File: src/rtl/gcfg_pkg.sv
`timescale 1ns/1ps
package gcfg_pkg;
   typedef enum logic [4:0] {
      ST_IDLE, ST_WAIT, ST_HDR, ST_ADR, ST_ARB, ST_PROBE, ST_ID, ST_STAT,
      ST_RDD, ST_WRD, ST_RDC, ST_WRC, ST_CHK, ST_LOAD, ST_FOOT, ST_NEXT,
      ST_DONE, ST_FAIL
   } gseq_st_e;

   localparam logic [2:0] OP_RD_ID  = 3'd0;
   localparam logic [2:0] OP_RD_ST  = 3'd1;
   localparam logic [2:0] OP_WR_DAT = 3'd2;
   localparam logic [2:0] OP_WR_CRC = 3'd3;
   localparam logic [2:0] OP_LOAD   = 3'd4;

   localparam logic [7:0] HDR_MAGIC = 8'hA5;
   localparam logic [7:0] FL_RD_CMD = 8'h03;
   localparam int unsigned STAT_BUSY_BIT = 0;
   localparam int unsigned STAT_CRC_BIT  = 1;
endpackage

File: src/rtl/gcfg_wait_tmr.sv
`timescale 1ns/1ps
module gcfg_wait_tmr #(
   parameter int unsigned CYC = 100000
)(
   input  logic clk,
   input  logic rst_n,
   input  logic run,
   output logic done
);
   localparam int unsigned CW = $clog2(CYC + 1);
   localparam logic [CW-1:0] LAST = CW'(CYC - 1);

   logic [CW-1:0] cnt;

   always_ff @(posedge clk or negedge rst_n) begin
      if (!rst_n) begin
         cnt <= '0;
      end else if (!run) begin
         cnt <= '0;
      end else if (cnt != LAST) begin
         cnt <= cnt + 1'b1;
      end
   end

   assign done = run && (cnt == LAST);


   tmr_range_chk: assert property (@(posedge clk) disable iff (!rst_n)
      cnt <= LAST);
endmodule

File: src/rtl/gcfg_flash_rd.sv
`timescale 1ns/1ps
module gcfg_flash_rd #(
   parameter int unsigned AW = 24
)(
   input  logic          clk,
   input  logic          rst_n,
   input  logic          go,
   input  logic [AW-1:0] go_addr,
   output logic          fl_req,
   output logic [AW-1:0] fl_addr,
   input  logic          fl_vld,
   output logic          done
);
   always_ff @(posedge clk or negedge rst_n) begin
      if (!rst_n) begin
         fl_req  <= 1'b0;
         fl_addr <= '0;
      end else if (go) begin
         fl_req  <= 1'b1;
         fl_addr <= go_addr;
      end else if (fl_vld) begin
         fl_req  <= 1'b0;
      end
   end

   assign done = fl_req && fl_vld;


   fl_hold_chk: assert property (@(posedge clk) disable iff (!rst_n)
      fl_req && !fl_vld |=> fl_req && $stable(fl_addr));


   fl_no_overlap_chk: assert property (@(posedge clk) disable iff (!rst_n)
      go |-> !fl_req);
endmodule

File: src/rtl/gcfg_i2c_cmd.sv
`timescale 1ns/1ps
module gcfg_i2c_cmd (
   input  logic       clk,
   input  logic       rst_n,
   input  logic       go,
   input  logic [2:0] op_in,
   input  logic [6:0] addr_in,
   input  logic [7:0] idx_in,
   input  logic [7:0] wdata_in,
   output logic       i2c_req,
   output logic [2:0] i2c_op,
   output logic [6:0] i2c_addr,
   output logic [7:0] i2c_idx,
   output logic [7:0] i2c_wdata,
   input  logic       i2c_done,
   output logic       done
);
   always_ff @(posedge clk or negedge rst_n) begin
      if (!rst_n) begin
         i2c_req   <= 1'b0;
         i2c_op    <= '0;
         i2c_addr  <= '0;
         i2c_idx   <= '0;
         i2c_wdata <= '0;
      end else if (go) begin
         i2c_req   <= 1'b1;
         i2c_op    <= op_in;
         i2c_addr  <= addr_in;
         i2c_idx   <= idx_in;
         i2c_wdata <= wdata_in;
      end else if (i2c_done) begin
         i2c_req   <= 1'b0;
      end
   end

   assign done = i2c_req && i2c_done;


   cmd_hold_chk: assert property (@(posedge clk) disable iff (!rst_n)
      i2c_req && !i2c_done |=> i2c_req && $stable(i2c_op) && $stable(i2c_addr)
                               && $stable(i2c_idx) && $stable(i2c_wdata));


   cmd_no_overlap_chk: assert property (@(posedge clk) disable iff (!rst_n)
      go |-> !i2c_req);
endmodule

File: src/rtl/gcfg_seq_top.sv
`timescale 1ns/1ps
module gcfg_seq_top
   import gcfg_pkg::*;
#(
   parameter int unsigned N_SLV       = 4,
   parameter int unsigned IMG_BYTES   = 8,
   parameter int unsigned AW          = 24,
   parameter int unsigned FL_BASE     = 32'h0003_C000,
   parameter int unsigned SLOT_STRIDE = 256,
   parameter int unsigned WAIT_CYC    = 100000,
   parameter int unsigned MAX_RETRY   = 3,
   parameter logic [7:0]  EXP_ID      = 8'h2C
)(
   input  logic             clk,
   input  logic             rst_n,
   input  logic             start,
   output logic             fl_req,
   output logic [7:0]       fl_cmd,
   output logic [AW-1:0]    fl_addr,
   input  logic             fl_vld,
   input  logic [7:0]       fl_data,
   output logic             arb_req,
   input  logic             arb_gnt,
   output logic             i2c_req,
   output logic [2:0]       i2c_op,
   output logic [6:0]       i2c_addr,
   output logic [7:0]       i2c_idx,
   output logic [7:0]       i2c_wdata,
   input  logic             i2c_done,
   input  logic             i2c_ack,
   input  logic [7:0]       i2c_rdata,
   input  logic [N_SLV-1:0] slv_present,
   output logic             busy,
   output logic             fail
);
   localparam int unsigned SLV_W    = (N_SLV > 1) ? $clog2(N_SLV) : 1;
   localparam int unsigned TRY_W    = $clog2(MAX_RETRY + 2);
   localparam logic [SLV_W-1:0] LAST_SLV = SLV_W'(N_SLV - 1);
   localparam logic [7:0]   LAST_IDX = 8'(IMG_BYTES - 1);
   localparam logic [7:0]   OFF_CRC  = 8'(IMG_BYTES + 2);
   localparam logic [7:0]   OFF_FOOT = 8'(IMG_BYTES + 3);
   localparam logic [TRY_W-1:0] TRY_MAX = TRY_W'(MAX_RETRY);

   // elaboration-time parameter checks
   generate
      if (N_SLV < 1 || N_SLV > 8) begin : g_bad_nslv
         $error("gcfg_seq_top: N_SLV must be 1..8");
      end
      if (IMG_BYTES < 1 || IMG_BYTES + 4 > SLOT_STRIDE || IMG_BYTES > 250) begin : g_bad_img
         $error("gcfg_seq_top: image does not fit its slot");
      end
      if (WAIT_CYC < 1) begin : g_bad_wait
         $error("gcfg_seq_top: WAIT_CYC must be at least 1");
      end
      if (AW < 16 || AW > 32) begin : g_bad_aw
         $error("gcfg_seq_top: AW must be 16..32");
      end
   endgenerate

   gseq_st_e         state;
   logic [SLV_W-1:0] slv;
   logic [7:0]       bidx;
   logic [TRY_W-1:0] tries;
   logic             launched;
   logic             mand;
   logic [6:0]       taddr;
   logic [7:0]       xbyte;

   logic             is_rd, is_cmd;
   logic             rd_go, cmd_go, rd_done, cmd_done, tmr_done;
   logic [7:0]       rd_off;
   logic [2:0]       cmd_op;
   logic [AW-1:0]    slot_base;
   logic [AW-1:0]    rd_addr;

   // slot base: shift when the stride is a power of two, multiply otherwise
   generate
      if ((SLOT_STRIDE & (SLOT_STRIDE - 1)) == 0) begin : g_pow2
         localparam int unsigned SH = $clog2(SLOT_STRIDE);
         assign slot_base = AW'(FL_BASE) + (AW'(slv) << SH);
      end else begin : g_mul
         assign slot_base = AW'(FL_BASE) + AW'(slv) * AW'(SLOT_STRIDE);
      end
   endgenerate

   always_comb begin
      is_rd  = 1'b0;
      is_cmd = 1'b0;
      rd_off = 8'd0;
      cmd_op = OP_RD_ST;
      case (state)
         ST_HDR:  begin is_rd = 1'b1; rd_off = 8'd0; end
         ST_ADR:  begin is_rd = 1'b1; rd_off = 8'd1; end
         ST_RDD:  begin is_rd = 1'b1; rd_off = bidx + 8'd2; end
         ST_RDC:  begin is_rd = 1'b1; rd_off = OFF_CRC; end
         ST_FOOT: begin is_rd = 1'b1; rd_off = OFF_FOOT; end
         ST_ID:   begin is_cmd = 1'b1; cmd_op = OP_RD_ID; end
         ST_STAT: begin is_cmd = 1'b1; cmd_op = OP_RD_ST; end
         ST_CHK:  begin is_cmd = 1'b1; cmd_op = OP_RD_ST; end
         ST_WRD:  begin is_cmd = 1'b1; cmd_op = OP_WR_DAT; end
         ST_WRC:  begin is_cmd = 1'b1; cmd_op = OP_WR_CRC; end
         ST_LOAD: begin is_cmd = 1'b1; cmd_op = OP_LOAD; end
         default: ;
      endcase
   end

   assign rd_go   = is_rd && !launched;
   assign cmd_go  = is_cmd && !launched;
   assign rd_addr = slot_base + AW'(rd_off);

   always_comb begin
      case (state)
         ST_ARB, ST_PROBE, ST_ID, ST_STAT, ST_RDD, ST_WRD,
         ST_RDC, ST_WRC, ST_CHK, ST_LOAD: arb_req = 1'b1;
         default:                         arb_req = 1'b0;
      endcase
   end

   assign busy   = (state != ST_IDLE) && (state != ST_DONE);
   assign fail   = (state == ST_FAIL);
   assign fl_cmd = FL_RD_CMD;

   gcfg_wait_tmr #(.CYC(WAIT_CYC)) u_tmr (
      .clk  (clk),
      .rst_n(rst_n),
      .run  (state == ST_WAIT),
      .done (tmr_done)
   );

   gcfg_flash_rd #(.AW(AW)) u_rd (
      .clk    (clk),
      .rst_n  (rst_n),
      .go     (rd_go),
      .go_addr(rd_addr),
      .fl_req (fl_req),
      .fl_addr(fl_addr),
      .fl_vld (fl_vld),
      .done   (rd_done)
   );

   gcfg_i2c_cmd u_cmd (
      .clk      (clk),
      .rst_n    (rst_n),
      .go       (cmd_go),
      .op_in    (cmd_op),
      .addr_in  (taddr),
      .idx_in   (bidx),
      .wdata_in (xbyte),
      .i2c_req  (i2c_req),
      .i2c_op   (i2c_op),
      .i2c_addr (i2c_addr),
      .i2c_idx  (i2c_idx),
      .i2c_wdata(i2c_wdata),
      .i2c_done (i2c_done),
      .done     (cmd_done)
   );

   always_ff @(posedge clk or negedge rst_n) begin
      if (!rst_n) begin
         launched <= 1'b0;
      end else if (rd_done || cmd_done) begin
         launched <= 1'b0;
      end else if (rd_go || cmd_go) begin
         launched <= 1'b1;
      end
   end

   always_ff @(posedge clk or negedge rst_n) begin
      if (!rst_n) begin
         state <= ST_IDLE;
         slv   <= '0;
         bidx  <= '0;
         tries <= '0;
         mand  <= 1'b0;
         taddr <= '0;
         xbyte <= '0;
      end else begin
         case (state)
            ST_IDLE: if (start) state <= ST_WAIT;
            ST_WAIT: if (tmr_done) state <= ST_HDR;
            ST_HDR: if (rd_done) state <= (fl_data == HDR_MAGIC) ? ST_ADR : ST_FAIL;
            ST_ADR: if (rd_done) begin
               mand  <= fl_data[7];
               taddr <= fl_data[6:0];
               state <= ST_ARB;
            end
            ST_ARB: if (arb_gnt) state <= ST_PROBE;
            ST_PROBE: state <= (!mand && !slv_present[slv]) ? ST_FOOT : ST_ID;
            ST_ID: if (cmd_done) begin
               if (i2c_ack && i2c_rdata == EXP_ID) state <= ST_STAT;
               else state <= mand ? ST_FAIL : ST_FOOT;
            end
            ST_STAT: if (cmd_done) begin
               if (!i2c_ack) state <= ST_FAIL;
               else if (!i2c_rdata[STAT_BUSY_BIT]) begin
                  bidx  <= '0;
                  state <= ST_RDD;
               end
            end
            ST_RDD: if (rd_done) begin
               xbyte <= fl_data;
               state <= ST_WRD;
            end
            ST_WRD: if (cmd_done) begin
               if (!i2c_ack) state <= ST_FAIL;
               else if (bidx == LAST_IDX) state <= ST_RDC;
               else begin
                  bidx  <= bidx + 8'd1;
                  state <= ST_RDD;
               end
            end
            ST_RDC: if (rd_done) begin
               xbyte <= fl_data;
               state <= ST_WRC;
            end
            ST_WRC: if (cmd_done) state <= i2c_ack ? ST_CHK : ST_FAIL;
            ST_CHK: if (cmd_done) begin
               if (!i2c_ack) state <= ST_FAIL;
               else if (i2c_rdata[STAT_BUSY_BIT]) state <= ST_CHK;
               else if (i2c_rdata[STAT_CRC_BIT]) begin
                  if (tries == TRY_MAX) state <= ST_FAIL;
                  else begin
                     tries <= tries + 1'b1;
                     bidx  <= '0;
                     state <= ST_RDD;
                  end
               end else state <= ST_LOAD;
            end
            ST_LOAD: if (cmd_done) state <= i2c_ack ? ST_FOOT : ST_FAIL;
            ST_FOOT: if (rd_done) state <= ST_NEXT;
            ST_NEXT: begin
               tries <= '0;
               if (slv == LAST_SLV) state <= ST_DONE;
               else begin
                  slv   <= slv + 1'b1;
                  state <= ST_HDR;
               end
            end
            ST_DONE: state <= ST_DONE;
            default: state <= ST_FAIL;
         endcase
      end
   end


   fail_busy_chk: assert property (@(posedge clk) disable iff (!rst_n)
      fail |-> busy);


   fail_sticky_chk: assert property (@(posedge clk) disable iff (!rst_n)
      fail |=> fail);


   fail_quiet_chk: assert property (@(posedge clk) disable iff (!rst_n)
      fail |-> !fl_req && !i2c_req && !arb_req);


   i2c_grant_chk: assert property (@(posedge clk) disable iff (!rst_n)
      i2c_req |-> arb_req && arb_gnt);


   wait_quiet_chk: assert property (@(posedge clk) disable iff (!rst_n)
      state == ST_WAIT |-> !fl_req);


   retry_bound_chk: assert property (@(posedge clk) disable iff (!rst_n)
      tries <= TRY_MAX);


   busy_clear_chk: assert property (@(posedge clk) disable iff (!rst_n)
      $fell(busy) |-> !fail && !arb_req);
endmodule

File: config.mk
export PLATFORM = sky130hd
export DESIGN_NAME = gcfg_seq_top
export DESIGN_NICKNAME = d
export VERILOG_FILES = /design/src/rtl/gcfg_pkg.sv /design/src/rtl/gcfg_wait_tmr.sv /design/src/rtl/gcfg_flash_rd.sv /design/src/rtl/gcfg_i2c_cmd.sv /design/src/rtl/gcfg_seq_top.sv
export SDC_FILE = /design/constraint.sdc
export NUM_CORES = 1
export LEC_CHECK = 0
export CORE_MARGIN = 3
export CORE_UTILIZATION = 25
export DETAILED_ROUTE_END_ITERATION = 6
export HOLD_SLACK_MARGIN = 0.1
export SLEW_MARGIN = 20
export SYNTH_ARGS = -nofsm -noshare
export SYNTH_HDL_FRONTEND = slang
export SYNTH_SLANG_ARGS = --single-unit
File: constraint.sdc
create_clock -name clk -period 2.76 [get_ports clk]
set_clock_uncertainty 0.2 [all_clocks]
set_input_delay 0.276 -clock clk [delete_from_list [all_inputs] [get_ports clk]]
set_output_delay 0.276 -clock clk [all_outputs]
set_load 0.01 [all_outputs]
==> impl_metrics.csv <==
group,metric,value,unit
status,run_status,"complete, no violations",
global_route,via_count_of_the_first_global_routing_pass,3858,
clocking,tritoncts.num_buffers,9,
floorplan,fp.dieW,145.6,um
placement,gpl_wtd_cong,0.9053,
clocking,cts_root_buf,"sky130_fd_sc_hd__clkbuf_16",
clocking,clock_insertion_delay_worst_skew,340,ps
route,route.detailed.vias_per_inst,4.658,
clocking,cts.path.max_buffers,2,
floorplan,initial_utilization,0.2577,
floorplan,die_area,0.02119,mm^2
setup_path,worst-endpoint-required,2280,ps
setup_path,arrival_time_worst_endpoint,2160,ps
sta,timing_worst_slew_pin_value,630.8,ps
clocking,tritoncts,"done",
power,total_leakage_power,0.002613,uW
power,pwr_density_cell,734.9,mW/mm^2
sta,final.setup.tns,0,ps
route,dr.first_iter.drc_count,267,
route,route.vias.total,3764,
global_route,total_congestion_overflow_after_global_routing,0,
sta,fmax,0.3787,GHz
placement,detailed_place_hpwl,9514,um
cells_and_area,num-fill-cells,1956,
yosys,synth_async_sr_flop_share,1.000,
sta,slew-limit-headroom,0.5737,
yosys,synthDominantCellAreaShare,0.4676,
yosys,yosysUniqueCellTypes,68,
floorplan,core_region_area,0.01889,mm^2
route,antenna_left,0,
sta,fin_hold_ws,294.1,ps
cells_and_area,finalNetCount,577,
power,vdd_ir_drop_max,350.1,uV
sta,period_share,0.9566,
yosys,postSynth.topFlopCell,"sky130_fd_sc_hd__dfrtp_1",
yosys,synth_largest_area_cell,"sky130_fd_sc_hd__dfrtp_1",
cells_and_area,syn_to_final_growth,25.46,%
placement,port_buffers,71,
clocking,clk_pin_slew_worst_paths,60,ps
setup_path,cpMaxStageDelayCell,"sky130_fd_sc_hd__clkdlybuf4s50_1",
run,drv.max_cap_violation_count,0,
yosys,yosys_warnings,0,
yosys,ys_seq_area_frac,0.4676,
route,routed_wirelength,12580,um
cells_and_area,antenna_cells,0,
cells_and_area,drive_gt1_frac,0.1642,
setup_path,crit_type,"reg -> out",
global_route,antenna_found_initial,0,
global_route,grt_start_max_net_pins,45,
hold_path,hold_class,"reg -> reg",
yosys,number_of_cells_produced_by_synthesis,471,
sta,period_needed,2640,ps
floorplan,chipHeight,145.6,um
route,route.detailed.wl_per_inst,15.57,um
clocking,cts.sink_count,91,
setup_path,cp_cell_sequence,"buf_4, and3_1, nor3_1, clkdlybuf4s50_1",
yosys,synth_area,0.004870,mm^2
floorplan,boundaryPins,90,
route,remaining_drcs,0,
setup_path,critPathLaunchType,"register",
setup_path,worstPathMaxFanout,13,
floorplan,rows,50,
global_route,grt_pass1_wl,20570,um
yosys,number_of_enable_type_register_cells_in_the_synthesized_netlist,0,
sta,hold_violations,0,
cells_and_area,layout.core_utilization,0.3234,
setup_path,worst_path_largest_cell_delay,600,ps
yosys,synthTopCellsByArea,"sky130_fd_sc_hd__dfrtp_1 47%, sky130_fd_sc_hd__mux2_2 9.2%, sky130_fd_sc_hd__buf_4 3.9%, sky130_fd_sc_hd__nor2_1 3.2%, sky130_fd_sc_hd__nand2_1 3.2%",
yosys,synth-seq-cells,91,
route,dr.pass1.iters,4,
clocking,cts_max_level,3,
sta,rsz0062_at_grt,"no",
setup_path,timing.critical_path.to_type,"output port",
yosys,avg_synthesized_cell_area,10.34,um^2
sta,timing_max_transition_violations_final,0,
global_route,gr_util_all_layers,0.1195,
sta,finalSetupViolCount,0,
area by class of cell:
class                      instances  area [um^2]  share of cell area
sequential                        91         2278              0.3729
clock buffer                      10        229.0             0.03748
tap                              260        325.3             0.05325
inverter                           8        30.03            0.004915
multi-input combinational        346         2352              0.3850
clock inverter                     5        31.28            0.005120
timing repair buffer              88        863.3              0.1413
metrics by stage:
| step | area (um^2) | total power, uW | cells | setup slack (ps) |
|---|---|---|---|---|
| 6_report | 6110 | 4490 | 808 | 119.7 |
| 5_1_grt | 6110 | 4765 | 808 | 61.83 |
| 4_1_cts | 6108 | 4544 | 808 | 55.34 |
| 3_5_place_dp | 5838 | 3413 | 792 | 219.2 |
| 3_3_place_gp | 5838 | 3382 | 792 | 46.83 |
| 2_1_floorplan | 4930 | 2817 | 487 | 802.0 |
what timing repair did:
action / CTS / global route
buffers inserted: 0 / 0
setup endpoints to repair: 0 / 1
hold endpoints to repair: 42 / 0
resized for setup: 0 / 1
hold buffers: 1 / 0
power breakdown:
part | internal, uW | total (uW) | switching (uW)
Combinational | 739 | 1560 | 822
Sequential | 1560 | 1830 | 277
Clock | 602 | 1090 | 493
routing by layer:
metal / part of all wire / vias up / track usage
met1: 0.46 / 1859 / 0.1532
met4: 0.018 / 0 / 0.04036
met3: 0.049 / 15 / 0.03239
met5: 0 / - / 0
li1: - / 1779 / -
met2: 0.48 / 111 / 0.1958
placed cells by master, fill, tap and decap left out, types with 3 or more instances in the layout:
master / instances
sky130_fd_sc_hd__nand2b_1: 7
sky130_fd_sc_hd__clkinv_2: 3
sky130_fd_sc_hd__and3_1: 6
sky130_fd_sc_hd__clkbuf_16: 9
sky130_fd_sc_hd__buf_4: 15
sky130_fd_sc_hd__conb_1: 18
sky130_fd_sc_hd__nor2_1: 42
sky130_fd_sc_hd__nor2b_1: 7
sky130_fd_sc_hd__xnor2_1: 8
sky130_fd_sc_hd__nor3_1: 14
sky130_fd_sc_hd__o31ai_1: 6
sky130_fd_sc_hd__mux2_2: 40
sky130_fd_sc_hd__clkdlybuf4s50_1: 70
sky130_fd_sc_hd__a31oi_1: 6
sky130_fd_sc_hd__dfrtp_1: 90
sky130_fd_sc_hd__a22o_1: 3
sky130_fd_sc_hd__o21ai_0: 19
sky130_fd_sc_hd__ha_1: 6
sky130_fd_sc_hd__nor3_4: 4
sky130_fd_sc_hd__nand2_1: 41
sky130_fd_sc_hd__nand3_1: 16
sky130_fd_sc_hd__xor2_1: 13
sky130_fd_sc_hd__a21oi_1: 15
sky130_fd_sc_hd__inv_1: 8
sky130_fd_sc_hd__a32oi_1: 3
sky130_fd_sc_hd__nand4_1: 5
sky130_fd_sc_hd__a22oi_1: 4
sky130_fd_sc_hd__o21ai_1: 9
path summary, 6_finish.rpt:
path                                                      to  depth (start not counted)                        start  slack [ps]
worst min-delay path             u_rd.fl_addr[4]$_DFFE_PN0P_                          2  u_rd.fl_addr[4]$_DFFE_PN0P_         290
worst min register to register   u_rd.fl_addr[4]$_DFFE_PN0P_                          2  u_rd.fl_addr[4]$_DFFE_PN0P_         290
min in group asynchronous       u_cmd.i2c_idx[3]$_DFFE_PN0P_                          2                        rst_n         300
worst max-delay path                                 arb_req                          4         state[2]$_DFFE_PN0P_         120
worst max register to register          state[2]$_DFFE_PN0P_                          7         state[1]$_DFFE_PN0P_         400
max in group asynchronous        u_rd.fl_addr[6]$_DFFE_PN0P_                          3                        rst_n        1400
critical path: cells and delay by family, from the launching register on:
kind	cells	cell delay [ps]
buffers and inverters	2	860
flip-flops	1	530
AND/OR/NAND/NOR	2	430
sequential cells by signal, indices dropped and copies added (netlist names):
name             flops
state                5
u_cmd.i2c_addr       7
u_cmd.i2c_req        1
taddr                7
mand                 1
bidx                 8
u_cmd.i2c_idx        8
slv                  2
xbyte                8
launched             1
u_tmr.cnt           17
u_cmd.i2c_wdata      8
u_rd.fl_addr        11
u_cmd.i2c_op         3
tries                3
u_rd.fl_req          1
synth_stat cells (all sizes together), types with 2 or more instances:
cell type and count:
mux2 43, mux2i 2, a2bb2oi 2, nor2b 7
nor2 44, a31oi 6, a22o 3, conb 2
o2bb2ai 2, and2b 2, xor2 13, buf 35
ha 6, nand2 41, o31ai 6, and4 2
a22oi 4, o21ai 29, or3 3, nor4bb 2
inv 8, xnor2 8, nor3b 2, a21oi 15
a32oi 3, o22ai 3, nand2b 8, and3 6
nand3 19, nor3 19, o22a 2, clkbuf 7
dfrtp 91, o41ai 2, a21o 2, nand4 5
nor4 2
logic make-up after synthesis:
kind of cell / count (synthesis) / synth area share
buffers and inverters: 50 / 0.06167
AO/OA/AOI/OAI: 87 / 0.1197
AND/OR/NAND/NOR: 168 / 0.1873
flip-flops: 91 / 0.4676
adder cells (fa/ha/maj): 6 / 0.01542
other: 2 / 0.001542
multiplexers: 46 / 0.1089
XOR/XNOR: 21 / 0.03777
Power figures use the tool's default switching activity.
